$ cat src/rtl/fwdl_pkg.sv
package fwdl_pkg;

    typedef enum logic {
        MODE_NORMAL = 1'b0,
        MODE_DL     = 1'b1
    } mode_e;

    localparam logic [7:0] CFG_NORMAL = 8'h00;
    localparam logic [7:0] CFG_DL     = 8'h01;

    typedef struct packed {
        logic arg_bad;
        logic len_bad;
    } wr_chk_t;

    function automatic logic cfg_is_known(input logic [7:0] v);
        return (v == CFG_NORMAL) || (v == CFG_DL);
    endfunction

endpackage

$ cat src/rtl/fwdl_cmd_check.sv
module fwdl_cmd_check
    import fwdl_pkg::*;
#(
    parameter int ARG_W = 32,
    parameter int BLEN_W = 16,
    parameter logic [ARG_W-1:0] DL_ARG = 32'hF0A5_0001,
    parameter int SECT_BYTES = 512
) (
    input  logic              clk,
    input  logic              rst,
    input  logic              wr_valid,
    input  logic [ARG_W-1:0]  wr_arg,
    input  logic [BLEN_W-1:0] wr_blen,
    input  mode_e             mode,
    output logic              wr_ok,
    output logic              wr_bad,
    output logic              err_arg,
    output logic              err_len
);
    localparam logic [BLEN_W-1:0] BLEN_OK = BLEN_W'(SECT_BYTES);

    wr_chk_t chk;
    logic    in_dl;

    always_comb begin
        chk.arg_bad = (wr_arg != DL_ARG);
        chk.len_bad = (wr_blen != BLEN_OK);
        in_dl  = wr_valid && (mode == MODE_DL);
        wr_ok  = in_dl && !chk.arg_bad && !chk.len_bad;
        wr_bad = in_dl && (chk.arg_bad || chk.len_bad);
    end

    always_ff @(posedge clk) begin
        if (rst) begin
            err_arg <= 1'b0;
            err_len <= 1'b0;
        end else begin
            err_arg <= in_dl && chk.arg_bad;
            err_len <= in_dl && chk.len_bad;
        end
    end

    assert_err_only_dl_R7: assert property (@(posedge clk) disable iff (rst)
        (err_arg || err_len) |-> $past(mode) == MODE_DL);
    assert_err_pulse_R3: assert property (@(posedge clk) disable iff (rst)
        (err_arg && !$past(wr_valid, 1)) |-> 1'b0);

endmodule

$ cat src/rtl/fwdl_mode_ctl.sv
module fwdl_mode_ctl
    import fwdl_pkg::*;
(
    input  logic       clk,
    input  logic       rst,
    input  logic       cfg_we,
    input  logic [7:0] cfg_val,
    input  logic       rst_evt,
    input  logic       wr_ok,
    input  logic       wr_bad,
    output mode_e      mode,
    output logic       wr_open,
    output logic       leave_dl
);
    logic cfg_hit;

    always_comb begin
        cfg_hit  = cfg_we && cfg_is_known(cfg_val);
        leave_dl = cfg_hit && (cfg_val == CFG_NORMAL) && (mode == MODE_DL);
    end

    always_ff @(posedge clk) begin
        if (rst) begin
            mode    <= MODE_NORMAL;
            wr_open <= 1'b0;
        end else if (rst_evt) begin
            mode    <= MODE_NORMAL;
            wr_open <= 1'b0;
        end else if (cfg_hit) begin
            mode    <= (cfg_val == CFG_DL) ? MODE_DL : MODE_NORMAL;
            wr_open <= 1'b0;
        end else if (wr_ok) begin
            wr_open <= 1'b1;
        end else if (wr_bad) begin
            wr_open <= 1'b0;
        end
    end

    assert_open_needs_dl_R6: assert property (@(posedge clk) disable iff (rst)
        wr_open |-> mode == MODE_DL);
    assert_unknown_cfg_R2: assert property (@(posedge clk) disable iff (rst)
        (cfg_we && !cfg_is_known(cfg_val) && !rst_evt) |=> $stable(mode));

endmodule

$ cat src/rtl/fwdl_sector_ctr.sv
module fwdl_sector_ctr
    import fwdl_pkg::*;
#(
    parameter int CNT_W = 8,
    parameter int SECT_BYTES = 512,
    parameter bit ABORT_ON_EXIT = 1'b0,
    localparam int SECT_LG = $clog2(SECT_BYTES),
    localparam int DB_W = CNT_W + SECT_LG
) (
    input  logic             clk,
    input  logic             rst,
    input  mode_e            mode,
    input  logic             rst_evt,
    input  logic             leave_dl,
    input  logic             decl_valid,
    input  logic [DB_W-1:0]  decl_bytes,
    input  logic             inc_req,
    output logic [CNT_W-1:0] cnt,
    output logic [CNT_W-1:0] tgt,
    output logic             ready,
    output logic             install_go,
    output logic             err_align,
    output logic             err_over
);
    logic aligned;
    logic exit_clear;

    generate
        if (ABORT_ON_EXIT) begin : g_abort_exit
            assign exit_clear = leave_dl;
        end else begin : g_keep_exit
            assign exit_clear = 1'b0;
        end
    endgenerate

    always_comb begin
        aligned = (decl_bytes[SECT_LG-1:0] == '0);
        ready   = (tgt != '0) && (cnt == tgt);
    end

    always_ff @(posedge clk) begin
        if (rst) begin
            cnt        <= '0;
            tgt        <= '0;
            install_go <= 1'b0;
            err_align  <= 1'b0;
            err_over   <= 1'b0;
        end else begin
            install_go <= 1'b0;
            err_align  <= 1'b0;
            err_over   <= 1'b0;
            if (rst_evt) begin
                if (ready && mode == MODE_NORMAL) begin
                    install_go <= 1'b1;
                    cnt        <= '0;
                    tgt        <= '0;
                end else if (!ready) begin
                    cnt <= '0;
                end
            end else if (decl_valid) begin
                if (aligned) begin
                    tgt <= decl_bytes[DB_W-1:SECT_LG];
                    cnt <= '0;
                end else begin
                    err_align <= 1'b1;
                end
            end else if (exit_clear && !ready) begin
                cnt <= '0;
            end else if (inc_req) begin
                if (cnt < tgt) cnt <= cnt + 1'b1;
                else           err_over <= 1'b1;
            end
        end
    end

    assert_cnt_bound_R8: assert property (@(posedge clk) disable iff (rst)
        cnt <= tgt);
    assert_cnt_step_R6: assert property (@(posedge clk) disable iff (rst)
        (cnt != $past(cnt)) |-> (cnt == $past(cnt) + 1'b1) || (cnt == '0));
    assert_go_src_R12: assert property (@(posedge clk) disable iff (rst)
        install_go |-> $past(ready) && $past(mode) == MODE_NORMAL);
    assert_go_pulse_R12: assert property (@(posedge clk) disable iff (rst)
        install_go |=> !install_go);

endmodule

$ cat src/rtl/fwdl_seq.sv
module fwdl_seq
    import fwdl_pkg::*;
#(
    parameter int CNT_W = 8,
    parameter int SECT_BYTES = 512,
    parameter int ARG_W = 32,
    parameter int BLEN_W = 16,
    parameter logic [ARG_W-1:0] DL_ARG = 32'hF0A5_0001,
    parameter bit ABORT_ON_EXIT = 1'b0,
    localparam int DB_W = CNT_W + $clog2(SECT_BYTES)
) (
    input  logic              clk,
    input  logic              rst,
    input  logic              cfg_we,
    input  logic [7:0]        cfg_val,
    input  logic              wr_valid,
    input  logic [ARG_W-1:0]  wr_arg,
    input  logic [BLEN_W-1:0] wr_blen,
    input  logic              decl_valid,
    input  logic [DB_W-1:0]   decl_bytes,
    input  logic              sect_done,
    input  logic              cmd0_evt,
    input  logic              hwrst_evt,
    output logic              dl_mode,
    output logic [CNT_W-1:0]  sect_cnt,
    output logic [CNT_W-1:0]  img_sects,
    output logic              install_ready,
    output logic              install_go,
    output logic              err_arg,
    output logic              err_len,
    output logic              err_align,
    output logic              err_over
);
    mode_e mode;
    logic  rst_evt, wr_ok, wr_bad, wr_open, leave_dl, inc_req;

    assign rst_evt = cmd0_evt || hwrst_evt;
    assign inc_req = sect_done && wr_open && (mode == MODE_DL);
    assign dl_mode = (mode == MODE_DL);

    fwdl_cmd_check #(
        .ARG_W(ARG_W), .BLEN_W(BLEN_W), .DL_ARG(DL_ARG), .SECT_BYTES(SECT_BYTES)
    ) u_chk (
        .clk(clk), .rst(rst), .wr_valid(wr_valid), .wr_arg(wr_arg),
        .wr_blen(wr_blen), .mode(mode), .wr_ok(wr_ok), .wr_bad(wr_bad),
        .err_arg(err_arg), .err_len(err_len)
    );

    fwdl_mode_ctl u_mode (
        .clk(clk), .rst(rst), .cfg_we(cfg_we), .cfg_val(cfg_val),
        .rst_evt(rst_evt), .wr_ok(wr_ok), .wr_bad(wr_bad), .mode(mode),
        .wr_open(wr_open), .leave_dl(leave_dl)
    );

    fwdl_sector_ctr #(
        .CNT_W(CNT_W), .SECT_BYTES(SECT_BYTES), .ABORT_ON_EXIT(ABORT_ON_EXIT)
    ) u_ctr (
        .clk(clk), .rst(rst), .mode(mode), .rst_evt(rst_evt),
        .leave_dl(leave_dl), .decl_valid(decl_valid), .decl_bytes(decl_bytes),
        .inc_req(inc_req), .cnt(sect_cnt), .tgt(img_sects),
        .ready(install_ready), .install_go(install_go),
        .err_align(err_align), .err_over(err_over)
    );

    assert_evt_abort_R10: assert property (@(posedge clk) disable iff (rst)
        ($past(rst_evt) && !$past(install_ready)) |-> sect_cnt == '0 && !dl_mode);
    assert_outside_dl_R7: assert property (@(posedge clk) disable iff (rst)
        ($past(mode) == MODE_NORMAL && !$past(rst_evt) && !$past(decl_valid))
            |-> $stable(sect_cnt));

endmodule

$ cat config.mk
export PLATFORM = sky130hd
export DESIGN_NAME = fwdl_seq
export DESIGN_NICKNAME = d
export VERILOG_FILES = /design/src/rtl/fwdl_pkg.sv /design/src/rtl/fwdl_cmd_check.sv /design/src/rtl/fwdl_mode_ctl.sv /design/src/rtl/fwdl_sector_ctr.sv /design/src/rtl/fwdl_seq.sv
export SDC_FILE = /design/constraint.sdc
export NUM_CORES = 1
export LEC_CHECK = 0
export ABC_AREA = 1
export BUFFER_PORTS_ARGS = -buffer_cell sky130_fd_sc_hd__buf_2
export CELL_PAD_IN_SITES_DETAIL_PLACEMENT = 0
export CELL_PAD_IN_SITES_GLOBAL_PLACEMENT = 1
export CORE_MARGIN = 3
export CORE_UTILIZATION = 29
export CTS_BUF_LIST = sky130_fd_sc_hd__clkbuf_16
export CTS_CLUSTER_SIZE = 10
export DETAILED_ROUTE_END_ITERATION = 10
export HOLD_SLACK_MARGIN = 0.05
export PLACE_DENSITY = 0.93
export SYNTH_ARGS = -nofsm -noshare
export SYNTH_HDL_FRONTEND = slang
export SYNTH_SLANG_ARGS = --single-unit
export TNS_END_PERCENT = 1
$ cat constraint.sdc
create_clock -name clk -period 2.9 [get_ports clk]
set_clock_uncertainty 0.05 [all_clocks]
set_input_delay 0.58 -clock clk [delete_from_list [all_inputs] [get_ports clk]]
set_output_delay 0.58 -clock clk [all_outputs]
set_load 0.02 [all_outputs]
Word-level counts from Yosys, hierarchy flattened --
Index checks and enable logic that the tools add are counted.
Operators by class: add/sub/neg operators 1, $lt $le $gt $ge 1, equality and inequality tests 7, multiplexer cells 17, bitwise operators 4, reduce and logical (&&, ||, !) cells 31
Operators by type and width (number):
- $mux W8 | 11
- $ne A32 B32 Y1 const B | 1
- $ne A16 B10 Y1 const B | 1
- $logic_and A1 B1 Y1 | 11
- $logic_not A9 Y1 | 1
- $add A8 B1 Y8 const B | 1
- $eq A8 B1 Y1 const B | 1
- $eq A8 B8 Y1 | 1
- $logic_not A8 Y1 | 1
- $lt A8 B8 Y1 | 1
- $reduce_bool A8 Y1 | 1
- $mux W1 | 6
- $reduce_bool A2 Y1 | 3
- $reduce_bool A3 Y1 | 2
- $reduce_or A3 Y1 | 2
- $not A1 Y1 | 4
- $reduce_and A4 Y1 | 1
- $reduce_or A2 Y1 | 2
- $reduce_or A4 Y1 | 1
- $logic_or A1 B1 Y1 | 3
- $ne A3 B1 Y1 const B | 1
- $ne A3 B3 Y1 const B | 1
- $reduce_and A3 Y1 | 1
- $logic_not A1 Y1 | 2
- $ne A2 B1 Y1 const B | 1
Storage, ports and cells: bits in registers 23, input port bits 81, output and inout port bits 23, word-level logic and storage cells 70

Longest topological paths before layout --
word-level depth 5, depth in mapped cells 13, mapped depth without buffers 13

By module --
From an unflattened synthesis, not the netlist that was laid out.
Unflattened totals: cell total of the unflattened synthesis 307, area, all modules 1761.7 µm²
Modules (own cells, without submodules):
- fwdl_sector_ctr | instances 1, cells each 198, area each 1260.0 µm², seq. area each 380.4 µm²
- fwdl_cmd_check | instances 1, cells each 79, area each 339.1 µm², seq. area each 40.0 µm²
- fwdl_mode_ctl | instances 1, cells each 26, area each 145.1 µm², seq. area each 40.0 µm²
- fwdl_seq | instances 1, cells each 4, area each 17.5 µm², seq. area each 0.0 µm²

Least setup slack after synthesis --
Ideal clock, no wire load.
kind register to output, start register u_ctr.tgt[7], end output port install_ready, arrival time 1271 ps, required time 2270 ps, path slack 999 ps, stages on the path, launching flop included 7, buffers on the path 0, cells stage by stage dfxtp_1 inv_1 ha_1 nand2_2 nor2_4 nand2_2 nor2_4
Between the ends: cells in the longest elaborated chain, start to end 2, elaborated cells between the ends (all ways) 3, those cells by class eq/ne: 1; reduce/logical: 2
RTL lines:
- from (decl) | line fwdl_sector_ctr.sv:19 | output logic [CNT_W-1:0] tgt,
- from (signal assigned) | line fwdl_sector_ctr.sv:62 | tgt <= decl_bytes[DB_W-1:SECT_LG];
- $eq A8 B8 Y1 / $reduce_bool A8 Y1 (equally long branches) | line fwdl_sector_ctr.sv:38 | ready = (tgt != '0) && (cnt == tgt);
- $logic_and A1 B1 Y1 (*) | line fwdl_sector_ctr.sv:38
- to (decl) | line fwdl_seq.sv:27 | output logic install_ready,
Every way passes the cells marked *; elsewhere a longest branch is shown, timed or not.

Worst setup path after layout --
start register u_ctr.cnt[0], end output port install_ready
Between the ends: cells in the longest elaborated chain, start to end 2
RTL lines:
- from (decl) | line fwdl_sector_ctr.sv:18 | output logic [CNT_W-1:0] cnt,
- from (signal assigned) | line fwdl_sector_ctr.sv:70 | if (cnt < tgt) cnt <= cnt + 1'b1;
- $eq A8 B8 Y1 | line fwdl_sector_ctr.sv:38
- $logic_and A1 B1 Y1 | line fwdl_sector_ctr.sv:38
No other way between the ends.

==> flow_summary.json <==
{
  "status": "finished clean",
  "ys_seq_area_frac": 0.295,
  "port-buffer-count": 103,
  "drive_above_1_share": 0.378,
  "clock_latency_ns": 0.26,
  "die_w_um": 79.4,
  "cts_buffers": 3,
  "dr.pass1.iters": 4,
  "post_cts_resized": 0,
  "cts_tree": "yes",
  "final_cell_mix": "buf_2 (103), nor2_1 (48), nand2_1 (34)",
  "netlist.area_leader.share": 0.295,
  "slew-limit-headroom": 0.699,
  "r2r_start": "u_ctr.cnt[0]",
  "synth_top_family_by_area": "simple AND/OR/NAND/NOR gates",
  "drc": 0,
  "post_cts_buffers": 0,
  "r2r-end": "u_ctr.tgt[2]",
  "initial_core_util": 0.302,
  "place_ws_ns": 0.891,
  "rsz0062_at_grt": "false",
  "rows": 26,
  "timing.final.crit_share": 0.782,
  "die_area_um2": 6300,
  "start_kind": "register",
  "wl_per_cell_um": 11.3,
  "cp_max_fo": 6,
  "synth_compound_area_frac": 0.134,
  "core-area_um2": 5170,
  "cellPowerDensity_nw_per_um2": 511,
  "grt_pass1_wl_um": 7870,
  "syn-num-nets": 322,
  "r2r_setup_slack_ns": 1.05,
  "areaGrowthSynthToFinish_pct": 42.5,
  "cp-startpoint": "u_ctr.cnt[0]",
  "synthAdderAreaFrac": 0.0721,
  "hold_viol": 0,
  "hold_path.class": "register to register",
  "path_clk_slew_ns": 0.06,
  "antenna_found_initial": 0,
  "antenna_cells": 0,
  "finalInstanceArea_um2": 2230,
  "setup_viol": 0,
  "die_h_um": 79.4,
  "setup_ws_ns": 0.634,
  "vias": 1853,
  "synth_top_area_cell": "dfxtp_1",
  "synth.distinct_cells": 30,
  "ant_nets": 0,
  "worst-setup-path-type": "register to output pin",
  "maxCapViolCount": 0,
  "final_cells": 406,
  "drtIter0Drc": 85,
  "tightestPinTransition_ns": 0.447,
  "routed_via_density": 4.56,
  "clk_path_buf_depth": 2,
  "p_leak_nw": 1.16,
  "detailed_place_hpwl_um": 3920,
  "place_inst": 402,
  "min_period_ns": 2.27,
  "cts_hold_buffers": 0,
  "fmax_ghz": 0.441,
  "syn_area_um2": 1560,
  "worstPathRequired_ns": 2.27,
  "gp_congestion": 0.771,
  "final_util": 0.430,
  "finalSetupTns_ns": 0,
  "htree_levels": 1,
  "drt-total-wl_um": 4570,
  "synthXorXnorAreaFrac": 0,
  "reg2reg_depth": 11,
  "cp.arrival_ns": 1.64,
  "root_buffer": "clkbuf_16",
  "grt_usage": 0.155,
  "synth.area.mux_share": 0,
  "ys_ff_latch": 23,
  "syn_avg_cell_area_um2": 6.73,
  "synthCells": 232,
  "nets": 427,
  "end_kind": "output pin",
  "cts.sinks": 23,
  "synth_simple_gate_area_share": 0.408,
  "grt_pass1_vias": 1867,
  "crit_path_end": "install_ready",
  "placed_cell_area_um2": 2150,
  "pin_count": 104,
  "grt_max_degree": 15,
  "synthTopCellsByArea": "dfxtp_1 (29%), nor2_1 (12%), nand2_1 (8.2%)",
  "layout_commonest_cell": "buf_2",
  "slew_violations": 0,
  "ir_drop_uv": 225,
  "grt_overflow": 0,
  "yosys_warnings": 0
}
==> worst max-delay path, cell delays in order (launching register included) <==
cell and delay (ns):
dfxtp_1 0.44, inv_1 0.07, ha_1 0.27, nand2_1 0.05
nor2_1 0.11, nand2_2 0.08, nor2_4 0.17, buf_2 0.19
==> layer usage <==
layer | track usage | vias to the layer above | wire length [um]
li1 | - | 978 | -
met5 | 0 | - | 0
met2 | 0.287 | 60 | 2350
met3 | 0.0271 | 5 | 262
met4 | 0.0481 | 0 | 62
met1 | 0.180 | 810 | 1900
==> where the power goes <==
part	switching, mW	internal [mW]	total [mW]
clock network	0.116	0.186	0.301
logic	0.273	0.176	0.449
registers	0.0355	0.351	0.387
total	0.424	0.713	1.14
==> state kept, by name (all words and copies together) (netlist names) <==
register and cells:
u_ctr.cnt 8, u_ctr.tgt 8, u_chk.err_arg 1, u_chk.err_len 1, u_ctr.err_align 1, u_ctr.err_over 1
u_ctr.install_go 1, u_mode.mode 1, u_mode.wr_open 1
==> stage by stage <==
step	total power, mW	hold slack, ns
2_1_floorplan	0.699	0.410
3_3_place_gp	0.843	0.435
3_5_place_dp	0.847	0.440
4_1_cts	1.15	0.449
5_1_grt	1.23	0.464
6_report	1.14	0.448
==> kinds of logic (layout without fill, tap and decap cells) <==
| logic type | count (synthesis) | after routing |
|---|---|---|
| buffers and inverters | 34 | 138 |
| AOI/OAI and AO/OA | 38 | 38 |
| adders and majority gates | 9 | 9 |
| DFF | 23 | 23 |
| and+or+nand+nor | 128 | 128 |
==> Yosys cell counts <==
master and n:
nor2_1 48, nand2_2 5, nand2_1 34, nand4_1 6, inv_6 1, a21oi_2 2
buf_6 1, nand3b_2 1, nor4_1 9, nor2_2 1, inv_4 1, nor2_4 5
o21ai_1 1, nor3b_1 1, inv_2 1, o211a_1 1, o21ai_0 15, or2_1 1
nand3_1 10, a21oi_1 16, nand2_4 1, nand3_4 2, inv_1 28, ha_1 9
nor3_1 4, clkbuf_1 2, a21o_1 1, a31oi_1 1, dfxtp_1 23, o21bai_1 1
==> layout make-up <==
cell class	count	area, um2
inverters	31	124
repair buffers	103	515
fillers	551	2950
well taps	70	87.6
clock buffers	3	75.1
clock inverters	1	5.00
multi-input cells	175	958
flip-flops and latches	23	460
==> worst min-delay path by stage <==
stage | from | endpoint | slack (ns) | cells past startpoint
after floorplan | u_mode.wr_open | u_ctr.err_over | 0.41 | 2
after global placement | u_mode.wr_open | u_ctr.err_over | 0.44 | 2
after detailed placement | u_mode.wr_open | u_ctr.err_over | 0.44 | 2
after CTS | u_mode.wr_open | u_ctr.err_over | 0.45 | 2
after global routing | u_mode.wr_open | u_ctr.err_over | 0.46 | 2
final | u_mode.wr_open | u_ctr.err_over | 0.45 | 2
No activity file was read; power rests on OpenSTA's default activity.
